<file path="config.mk">
export PLATFORM = sky130hd
export DESIGN_NAME = vst_slot_timer
export DESIGN_NICKNAME = d
export VERILOG_FILES = /design/src/rtl/vst_pkg.sv /design/src/rtl/vst_line_counter.sv /design/src/rtl/vst_refresh_match.sv /design/src/rtl/vst_fill_match.sv /design/src/rtl/vst_slot_timer.sv
export SDC_FILE = /design/constraint.sdc
export NUM_CORES = 1
export LEC_CHECK = 0
export CORE_MARGIN = 10
export CORE_UTILIZATION = 31
export CTS_BUF_LIST = sky130_fd_sc_hd__clkbuf_8
export DETAILED_ROUTE_END_ITERATION = 12
export DONT_BUFFER_PORTS = 1
export GPL_TIMING_DRIVEN = 1
export PLACE_DENSITY = 0.5
export SLEW_MARGIN = 30
export SYNTH_ARGS = -nofsm -noshare
export SYNTH_HDL_FRONTEND = slang
export SYNTH_SLANG_ARGS = --single-unit
</file>
<file path="constraint.sdc">
create_clock -name clk -period 1.96 [get_ports clk]
set_input_delay 0.392 -clock clk [delete_from_list [all_inputs] [get_ports clk]]
set_output_delay 0.392 -clock clk [all_outputs]
set_load 0.1 [all_outputs]
</file>
<file path="src/rtl/vst_pkg.sv">
package vst_pkg;

  // Mode bits captured once per frame.
  typedef struct packed {
    logic wide;  // 1: short slots, more cells per line
    logic pal;   // 1: taller visible area
  } vst_mode_t;

endpackage

</file>
<file path="src/rtl/vst_line_counter.sv">
module vst_line_counter
  import vst_pkg::*;
#(
  parameter int LINE_CLKS        = 3420,
  parameter int WIDE_SLOT_CLKS   = 16,
  parameter int NARROW_SLOT_CLKS = 20,
  parameter int FRAME_LINES      = 262,
  parameter int SLOT_W           = 8,
  parameter int LINE_W           = 9
) (
  input  logic              clk,
  input  logic              rst,
  input  vst_mode_t         mode_in,
  output logic              slot_first,
  output logic [SLOT_W-1:0] slot,
  output logic [LINE_W-1:0] line,
  output vst_mode_t         mode_q
);

  localparam int CLK_W = $clog2(LINE_CLKS);
  localparam int SUB_W = $clog2(NARROW_SLOT_CLKS);

  localparam logic [CLK_W-1:0]  CLK_LAST    = CLK_W'(LINE_CLKS - 1);
  localparam logic [SUB_W-1:0]  WIDE_LAST   = SUB_W'(WIDE_SLOT_CLKS - 1);
  localparam logic [SUB_W-1:0]  NARROW_LAST = SUB_W'(NARROW_SLOT_CLKS - 1);
  localparam logic [LINE_W-1:0] LINE_LAST   = LINE_W'(FRAME_LINES - 1);

  logic [CLK_W-1:0] clk_pos;
  logic [SUB_W-1:0] sub_pos;
  logic [SUB_W-1:0] sub_last;
  logic             line_end;
  logic             frame_start;

  assign sub_last    = mode_q.wide ? WIDE_LAST : NARROW_LAST;
  assign line_end    = (clk_pos == CLK_LAST);
  assign frame_start = (line == '0) && (clk_pos == '0);

  always_ff @(posedge clk) begin
    if (rst) begin
      clk_pos <= '0;
      sub_pos <= '0;
      slot    <= '0;
      line    <= '0;
    end else if (line_end) begin
      clk_pos <= '0;
      sub_pos <= '0;
      slot    <= '0;
      line    <= (line == LINE_LAST) ? '0 : line + 1'b1;
    end else begin
      clk_pos <= clk_pos + 1'b1;
      if (sub_pos == sub_last) begin
        sub_pos <= '0;
        slot    <= slot + 1'b1;
      end else begin
        sub_pos <= sub_pos + 1'b1;
      end
    end
  end

  // Mode capture: first clock of the frame only.
  always_ff @(posedge clk) begin
    if (rst) begin
      mode_q <= '0;
    end else if (frame_start) begin
      mode_q <= mode_in;
    end
  end

  assign slot_first = (sub_pos == '0);

endmodule

</file>
<file path="src/rtl/vst_refresh_match.sv">
module vst_refresh_match #(
  parameter int SLOT_W = 8,
  parameter int FIRST  = 73,
  parameter int STEP   = 32,
  parameter int COUNT  = 5
) (
  input  logic [SLOT_W-1:0] slot,
  output logic              hit
);

  logic [COUNT-1:0] eq;

  for (genvar i = 0; i < COUNT; i++) begin : g_idx
    localparam logic [SLOT_W-1:0] IDX = SLOT_W'(FIRST + i * STEP);
    assign eq[i] = (slot == IDX);
  end

  assign hit = |eq;

endmodule

</file>
<file path="src/rtl/vst_fill_match.sv">
module vst_fill_match #(
  parameter int SLOT_W = 8,
  parameter int START  = 55,
  parameter int STOP   = 207,
  parameter int STEP   = 8,
  parameter int SPAN   = 16
) (
  input  logic [SLOT_W-1:0] slot,
  output logic              hit,
  output logic [SLOT_W:0]   xpos
);

  localparam logic [SLOT_W-1:0] START_T   = SLOT_W'(START);
  localparam logic [SLOT_W-1:0] STOP_T    = SLOT_W'(STOP);
  localparam logic [SLOT_W-1:0] STEP_MASK = SLOT_W'(STEP - 1);
  localparam logic [SLOT_W-1:0] SPAN_MASK = SLOT_W'(SPAN - 1);

  logic [SLOT_W-1:0] diff;

  assign diff = slot - START_T;
  assign hit  = (slot >= START_T) && (slot <= STOP_T) && ((diff & STEP_MASK) == '0);
  assign xpos = {diff & ~SPAN_MASK, 1'b0};

endmodule

</file>
<file path="src/rtl/vst_slot_timer.sv">
module vst_slot_timer
  import vst_pkg::*;
#(
  parameter int LINE_CLKS        = 3420,
  parameter int WIDE_SLOT_CLKS   = 16,
  parameter int NARROW_SLOT_CLKS = 20,
  parameter int FRAME_LINES      = 262,
  parameter int ACTIVE_NTSC      = 225,
  parameter int ACTIVE_PAL       = 241,
  parameter int WIDE_REF_FIRST   = 73,
  parameter int WIDE_REF_COUNT   = 5,
  parameter int NARROW_REF_FIRST = 66,
  parameter int NARROW_REF_COUNT = 4,
  parameter int REF_STEP         = 32,
  parameter int WIDE_FILL_START  = 55,
  parameter int WIDE_FILL_STOP   = 207,
  parameter int NARROW_FILL_START = 48,
  parameter int NARROW_FILL_STOP = 168,
  parameter int FILL_STEP        = 8,
  parameter int FILL_SPAN        = 16,
  localparam int SLOT_W = $clog2((LINE_CLKS + WIDE_SLOT_CLKS - 1) / WIDE_SLOT_CLKS),
  localparam int LINE_W = $clog2(FRAME_LINES)
) (
  input  logic              clk,
  input  logic              rst,
  input  logic              wide_in,
  input  logic              pal_in,
  input  logic              disp_en,
  output logic              slot_stb,
  output logic [SLOT_W-1:0] slot_idx,
  output logic              refresh,
  output logic              ext_en,
  output logic [LINE_W-1:0] line_num,
  output logic              line_active,
  output logic              wide_q,
  output logic              fill_stb,
  output logic [SLOT_W:0]   fill_x
);

  vst_mode_t         mode_in;
  vst_mode_t         mode_q;
  logic              slot_first;
  logic [SLOT_W-1:0] slot;
  logic [LINE_W-1:0] line;

  assign mode_in = '{wide: wide_in, pal: pal_in};

  vst_line_counter #(
    .LINE_CLKS        (LINE_CLKS),
    .WIDE_SLOT_CLKS   (WIDE_SLOT_CLKS),
    .NARROW_SLOT_CLKS (NARROW_SLOT_CLKS),
    .FRAME_LINES      (FRAME_LINES),
    .SLOT_W           (SLOT_W),
    .LINE_W           (LINE_W)
  ) u_cnt (
    .clk        (clk),
    .rst        (rst),
    .mode_in    (mode_in),
    .slot_first (slot_first),
    .slot       (slot),
    .line       (line),
    .mode_q     (mode_q)
  );

  // One decoder pair per horizontal mode; the latched bit picks one.
  logic [1:0]        ref_hit;
  logic [1:0]        fill_hit;
  logic [SLOT_W:0]   fill_pos [2];

  for (genvar m = 0; m < 2; m++) begin : g_mode
    localparam bit IS_WIDE = (m == 1);
    vst_refresh_match #(
      .SLOT_W (SLOT_W),
      .FIRST  (IS_WIDE ? WIDE_REF_FIRST : NARROW_REF_FIRST),
      .STEP   (REF_STEP),
      .COUNT  (IS_WIDE ? WIDE_REF_COUNT : NARROW_REF_COUNT)
    ) u_ref (
      .slot (slot),
      .hit  (ref_hit[m])
    );
    vst_fill_match #(
      .SLOT_W (SLOT_W),
      .START  (IS_WIDE ? WIDE_FILL_START : NARROW_FILL_START),
      .STOP   (IS_WIDE ? WIDE_FILL_STOP : NARROW_FILL_STOP),
      .STEP   (FILL_STEP),
      .SPAN   (FILL_SPAN)
    ) u_fill (
      .slot (slot),
      .hit  (fill_hit[m]),
      .xpos (fill_pos[m])
    );
  end

  logic            is_ref;
  logic            is_fill_slot;
  logic            in_view;
  logic            fill_now;
  logic [SLOT_W:0] fill_off;

  assign is_ref       = mode_q.wide ? ref_hit[1] : ref_hit[0];
  assign is_fill_slot = mode_q.wide ? fill_hit[1] : fill_hit[0];
  assign fill_off     = mode_q.wide ? fill_pos[1] : fill_pos[0];
  assign in_view      = mode_q.pal ? (32'(line) < 32'(ACTIVE_PAL))
                                   : (32'(line) < 32'(ACTIVE_NTSC));
  assign fill_now     = slot_first && is_fill_slot && in_view
                        && (line != '0) && !disp_en;

  // Registered output stage.
  always_ff @(posedge clk) begin
    if (rst) begin
      slot_stb    <= 1'b0;
      slot_idx    <= '0;
      refresh     <= 1'b0;
      ext_en      <= 1'b0;
      line_num    <= '0;
      line_active <= 1'b0;
      wide_q      <= 1'b0;
      fill_stb    <= 1'b0;
      fill_x      <= '0;
    end else begin
      slot_stb    <= slot_first;
      slot_idx    <= slot;
      refresh     <= slot_first && is_ref;
      ext_en      <= slot_first && !is_ref && (!disp_en || !in_view);
      line_num    <= line;
      line_active <= in_view;
      wide_q      <= mode_q.wide;
      fill_stb    <= fill_now;
      fill_x      <= fill_now ? fill_off : '0;
    end
  end

endmodule

</file>
# After elaboration in Yosys (flattened, before gate mapping)
# Cells that the tools add are included.
dict set report classes {
  add_sub_neg 6
  n_mul 0
  div_mod_pow 0
  order_cmp 6
  eq_ne 12
  shift 0
  mux 6
  bitwise 1
  reduce_logical 27
}
# op count
set op_table {}
lappend op_table {{$eq 8x8->1 const B} 5}
lappend op_table {{$eq 8x7->1 const B} 4}
lappend op_table {{$lt 9x8->1 const B} 2}
lappend op_table {{$mux 9} 2}
lappend op_table {{$ge 8x6->1 const B} 2}
lappend op_table {{$le 8x8->1 const B} 2}
lappend op_table {{$logic_not 8->1} 2}
lappend op_table {{$sub 8x6->8 const B} 2}
lappend op_table {{$add 12x1->12 const B} 1}
lappend op_table {{$eq 12x12->1 const B} 1}
lappend op_table {{$logic_and 1x1->1} 12}
lappend op_table {{$logic_not 12->1} 1}
lappend op_table {{$add 9x1->9 const B} 1}
lappend op_table {{$eq 9x9->1 const B} 1}
lappend op_table {{$logic_not 9->1} 1}
lappend op_table {{$reduce_bool 9->1} 1}
lappend op_table {{$add 8x1->8 const B} 1}
lappend op_table {{$add 5x1->5 const B} 1}
lappend op_table {{$eq 5x5->1} 1}
lappend op_table {{$logic_not 5->1} 1}
lappend op_table {{$mux 5} 1}
lappend op_table {{$reduce_or 5->1} 1}
lappend op_table {{$reduce_or 2->1} 2}
lappend op_table {{$reduce_or 4->1} 1}
lappend op_table {{other kinds (5)} 9}
dict set report totals {
  reg_bits 68
  latchBits 0
  ram_bits 0
  rom_bits 0
  in_bits 5
  word_cells 73
  mem_count 0
}

# Logic depth before layout (Yosys ltp)
dict set report depth {
  word_depth 10
  ltp_mapped 7
  mapped_depth_nobuf 6
}

# By module
# A second synthesis with hierarchy kept.
dict set report hier_totals {
  hier_cells 359
  area_unflattened_um2 3326.9
}
# module n_inst cells_per_inst area_per_inst_um2
set modules_own_cells {}
lappend modules_own_cells {vst_line_counter 1 211 1781.7}
lappend modules_own_cells {vst_slot_timer 1 101 1189.9}
lappend modules_own_cells {{vst_fill_match at g_mode[1].u_fill} 1 20 162.7}
lappend modules_own_cells {{vst_fill_match at g_mode[0].u_fill} 1 20 133.9}
lappend modules_own_cells {{vst_refresh_match at g_mode[1].u_ref} 1 4 35.0}
lappend modules_own_cells {{vst_refresh_match at g_mode[0].u_ref} 1 3 23.8}

# Least setup slack after synthesis
# Ideal clock, no wire load.
dict set report synth_path {
  path_type {reg-to-reg}
  start {register u_cnt.clk_pos[7]}
  end {register u_cnt.clk_pos[11]}
  arrival_ps 1770
  required_ps 1843
  slack_ps 73
  stages_incl_launch_ff 7
  n_path_buf 2
  path_cell_list {dfxtp_1 > or4_4 > or3_4 > buf_2 > nand2_2 > buf_2 > nor2_1}
}
dict set report synth_via {
  elab_chain_cells 2
}
# item line_no
set synth_lines {}
lappend synth_lines {{from (decl)} vst_line_counter.sv:28} ;# logic [CLK_W-1:0] clk_pos;
lappend synth_lines {{from (signal assigned)} vst_line_counter.sv:50} ;# clk_pos <= clk_pos + 1'b1;
lappend synth_lines {{branches (longest 2 deep; another with $add 12x1->12)} -}
# Several ways; the timed one is not identified.
# A chain may end at the register's enable or synchronous reset.

# Worst setup path after layout
dict set report layout_path {
  start {register u_cnt.clk_pos[9]}
  end {register u_cnt.line[7]}
}
dict set report layout_via {
  elab_chain_cells 1
}
# item line_no
set layout_lines {}
lappend layout_lines {{$eq 12x12->1} vst_line_counter.sv:35} ;# assign line_end = (clk_pos == CLK_LAST);
lappend layout_lines {{to (signal assigned)} vst_line_counter.sv:48} ;# line <= (line == LINE_LAST) ? '0 : line + 1'b1;
lappend layout_lines {{to (decl)} vst_line_counter.sv:16} ;# output logic [LINE_W-1:0] line,
# No other way between the ends.

==> flow_metrics.env <==
export IMPL_worstPathMaxFanout=6
export IMPL_stdcell_count=499
export IMPL_r2r_start="u_cnt.clk_pos[9]"
export IMPL_synth_seq_area_share_pct=43.54
export IMPL_setup_violations=0
export IMPL_antenna_cells=0
export IMPL_drt_first_pass_iters=4
export IMPL_final_antenna_net_count=0
export IMPL_grt_pass1_wl_mm=11.20
export IMPL_grt_overflow=0
export IMPL_finalSetupTns_ps=0
export IMPL_boundaryPins=37
export IMPL_multi_input_area_um2=1518
export IMPL_period_minus_slack_ps=1923
export IMPL_cpLargestDelayFamily="simple AND/OR/NAND/NOR gates"
export IMPL_fill_cells=952
export IMPL_antenna_found_initial=0
export IMPL_cts_tree="done"
export IMPL_path_clk_slew_ps=80
export IMPL_worstHoldPathType="in2reg"
export IMPL_fp_coreArea_um2=9153
export IMPL_viasPerCell=4.786
export IMPL_grt_usage_pct=10.34
export IMPL_gp_congestion=0.8178
export IMPL_reg2reg_to="u_cnt.line[7]"
export IMPL_worst_path_buf_inv=0
export IMPL_reg2regPathDepth=4
export IMPL_arrival_ps=2190
export IMPL_cts_buffers=9
export IMPL_fin_crit_sh_pct=98.11
export IMPL_status="finished, final reports clean"
export IMPL_p_total_w=0.002490
export IMPL_cts_sinks=63
export IMPL_min_delay_start="rst"
export IMPL_avgRoutedWirePerCell_um=13.71
export IMPL_r2r_slack_ps=40
export IMPL_crit_path_start="u_cnt.clk_pos[9]"
export IMPL_first_global_vias=2335
export IMPL_htree_levels=3
export IMPL_crit_cells=4
export IMPL_crit_path_end_kind="flop"
export IMPL_max_cap_violations=0
export IMPL_fp_dieArea_um2=13610
export IMPL_worstPathCellList="or4_4 -> or3_4 -> or4_1 -> a21oi_2"
export IMPL_powerDensity_nw_per_um2=695.2
export IMPL_dieHeight_um=116.7
export IMPL_die_w_um=116.7
export IMPL_synth_area_leader_cell="dfxtp_1"
export IMPL_slowest_stage="or4_4"
export IMPL_syn_cell_area_um2=2897
export IMPL_portBuffers=0
export IMPL_cpPeakStageDelay_ps=530
export IMPL_fin_hold_ws_ps=123.5
export IMPL_endpoint="u_cnt.line[7]"
export IMPL_synth_common_cells="dfxtp_1 (63), nor2_1 (35), inv_1 (20), nand3_1 (19), nand2_1 (18)"
export IMPL_fin_nets=404
export IMPL_dp_cells=483
export IMPL_seq_area_um2=1261
export IMPL_required_ps=2230
export IMPL_start_kind="flop"
export IMPL_ir_worst_vdd_v=0.0002549
export IMPL_drive_gt1_share_pct=21.91
export IMPL_ys_ff_latch=63
export IMPL_synth_warning_count=0
export IMPL_ys_flop_type="dfxtp_1"
export IMPL_slew_violations=0
export IMPL_hold_viol=0
export IMPL_cts_buffer_depth=2
export IMPL_fmax_mhz=520.0
export IMPL_area_delta_synth_final_pct=23.67
export IMPL_path_class="reg2reg"
export IMPL_final_util_pct=39.14
export IMPL_p_leak_nw=1.479
export IMPL_routed_wl_mm=6.841
export IMPL_start_util_pct=31.65
export IMPL_hpwl_mm=5.089
export IMPL_drc=0
export IMPL_synth_most_common_cell="dfxtp_1"
export IMPL_placementRows=35
export IMPL_synth_cell_types=52
export IMPL_fin_skew_ps=11.89
export IMPL_vias=2388
export IMPL_async_flop_share_pct=0
export IMPL_grt_max_degree=31
export IMPL_cts_root_buf="clkbuf_8"
export IMPL_netlist_instances=330
export IMPL_syn_area_per_cell_um2=8.777
export IMPL_synth_top_cell_area_share_pct=43.54
export IMPL_synthTopCellsByArea="dfxtp_1 (44%), ha_1 (6.9%), nor2_1 (4.5%)"
export IMPL_synth_edf_count=0
export IMPL_drt_iter0_markers=98
export IMPL_clkLatencyLatePin_ps=330
-- worst min path at each step --
stage	endpoint	cells after the start
floorplan	u_cnt.sub_pos[0]	1
global placement	u_cnt.sub_pos[0]	1
detailed placement	u_cnt.sub_pos[0]	1
CTS	slot_idx[6]	1
global route	u_cnt.line[7]	1
finish	slot_idx[6]	1
-- logic make-up (layout without fill, tap and decap cells) --
kind of cell,after synthesis,in the layout,share of synthesized area [%]
AO/OA/AOI/OAI,51,51,11.15
XOR/XNOR,19,19,5.745
adder cells (fa/ha/maj),16,16,6.911
buffers and inverters,38,92,5.659
flip-flops,63,63,43.54
multiplexers,1,1,0.3456
other,1,5,0.1295
AND/OR/NAND/NOR,141,141,26.52
-- report_power, final --
part	switching, W	total [W]	internal [W]	leakage, nW
Sequential	0.0000141	0.00132	0.00130	0.510
Combinational	0.000173	0.000248	0.0000757	0.875
Clock	0.000485	0.000923	0.000438	0.0949
-- metal layers --
| layer | wire length (um) | track usage, % | up-vias |
|---|---|---|---|
| met5 | 0 | 0 | - |
| met4 | 40 | 4.036 | 0 |
| met3 | 291 | 3.082 | 2 |
| met2 | 3174 | 16.74 | 28 |
| met1 | 3335 | 12.59 | 1118 |
| li1 | - | - | 1240 |
-- per-stage QoR --
stage / worst slack [ps] / area [um^2]
final: 37.09 / 3582
after global routing: -1.813 / 3582
after CTS: 31.39 / 3551
after detailed placement: 45.04 / 3395
after global placement: 76.70 / 3395
after floorplan: 72.81 / 2912
-- cells in the final DEF (no fill, tap or decap), drive strengths merged, types with 3 or more instances in the layout --
master and count:
or4b 3, nand3 19, conb 5, nor3 11, nand2 19, buf 56, inv 22, o21ai 12
or3 7, nand4 5, clkbuf 9, nor4 4, nor2b 12, and3 4, ha 16, nor2 35
dfxtp 63, or4 5, o41ai 3, a31oi 3, or2 3, xor2 5, clkinv 5, xnor2 14
a21oi 17
-- layout make-up --
type | instances | area share, %
multi-input cells | 233 | 42.37
inverters | 20 | 2.096
well taps | 111 | 3.877
flip-flops and latches | 63 | 35.21
clock inverters | 7 | 0.9081
repair buffers | 56 | 12.09
clock buffers | 9 | 3.458
-- flip-flops by register name, indices dropped and copies added (netlist names), 2 cells and up --
register and cells:
fill_x 4, line_num 9, slot_idx 8, u_cnt.clk_pos 12, u_cnt.line 9, u_cnt.mode_q 2
u_cnt.slot 8, u_cnt.sub_pos 5
-- timing repair --
| action | CTS | global route |
|---|---|---|
| setup buffers | 0 | 0 |
| gates resized for setup | 0 | 9 |
| endpoints found under the setup margin | 0 | 8 |
| hold buffers | 0 | 0 |
(Power assumes the default switching activity.)
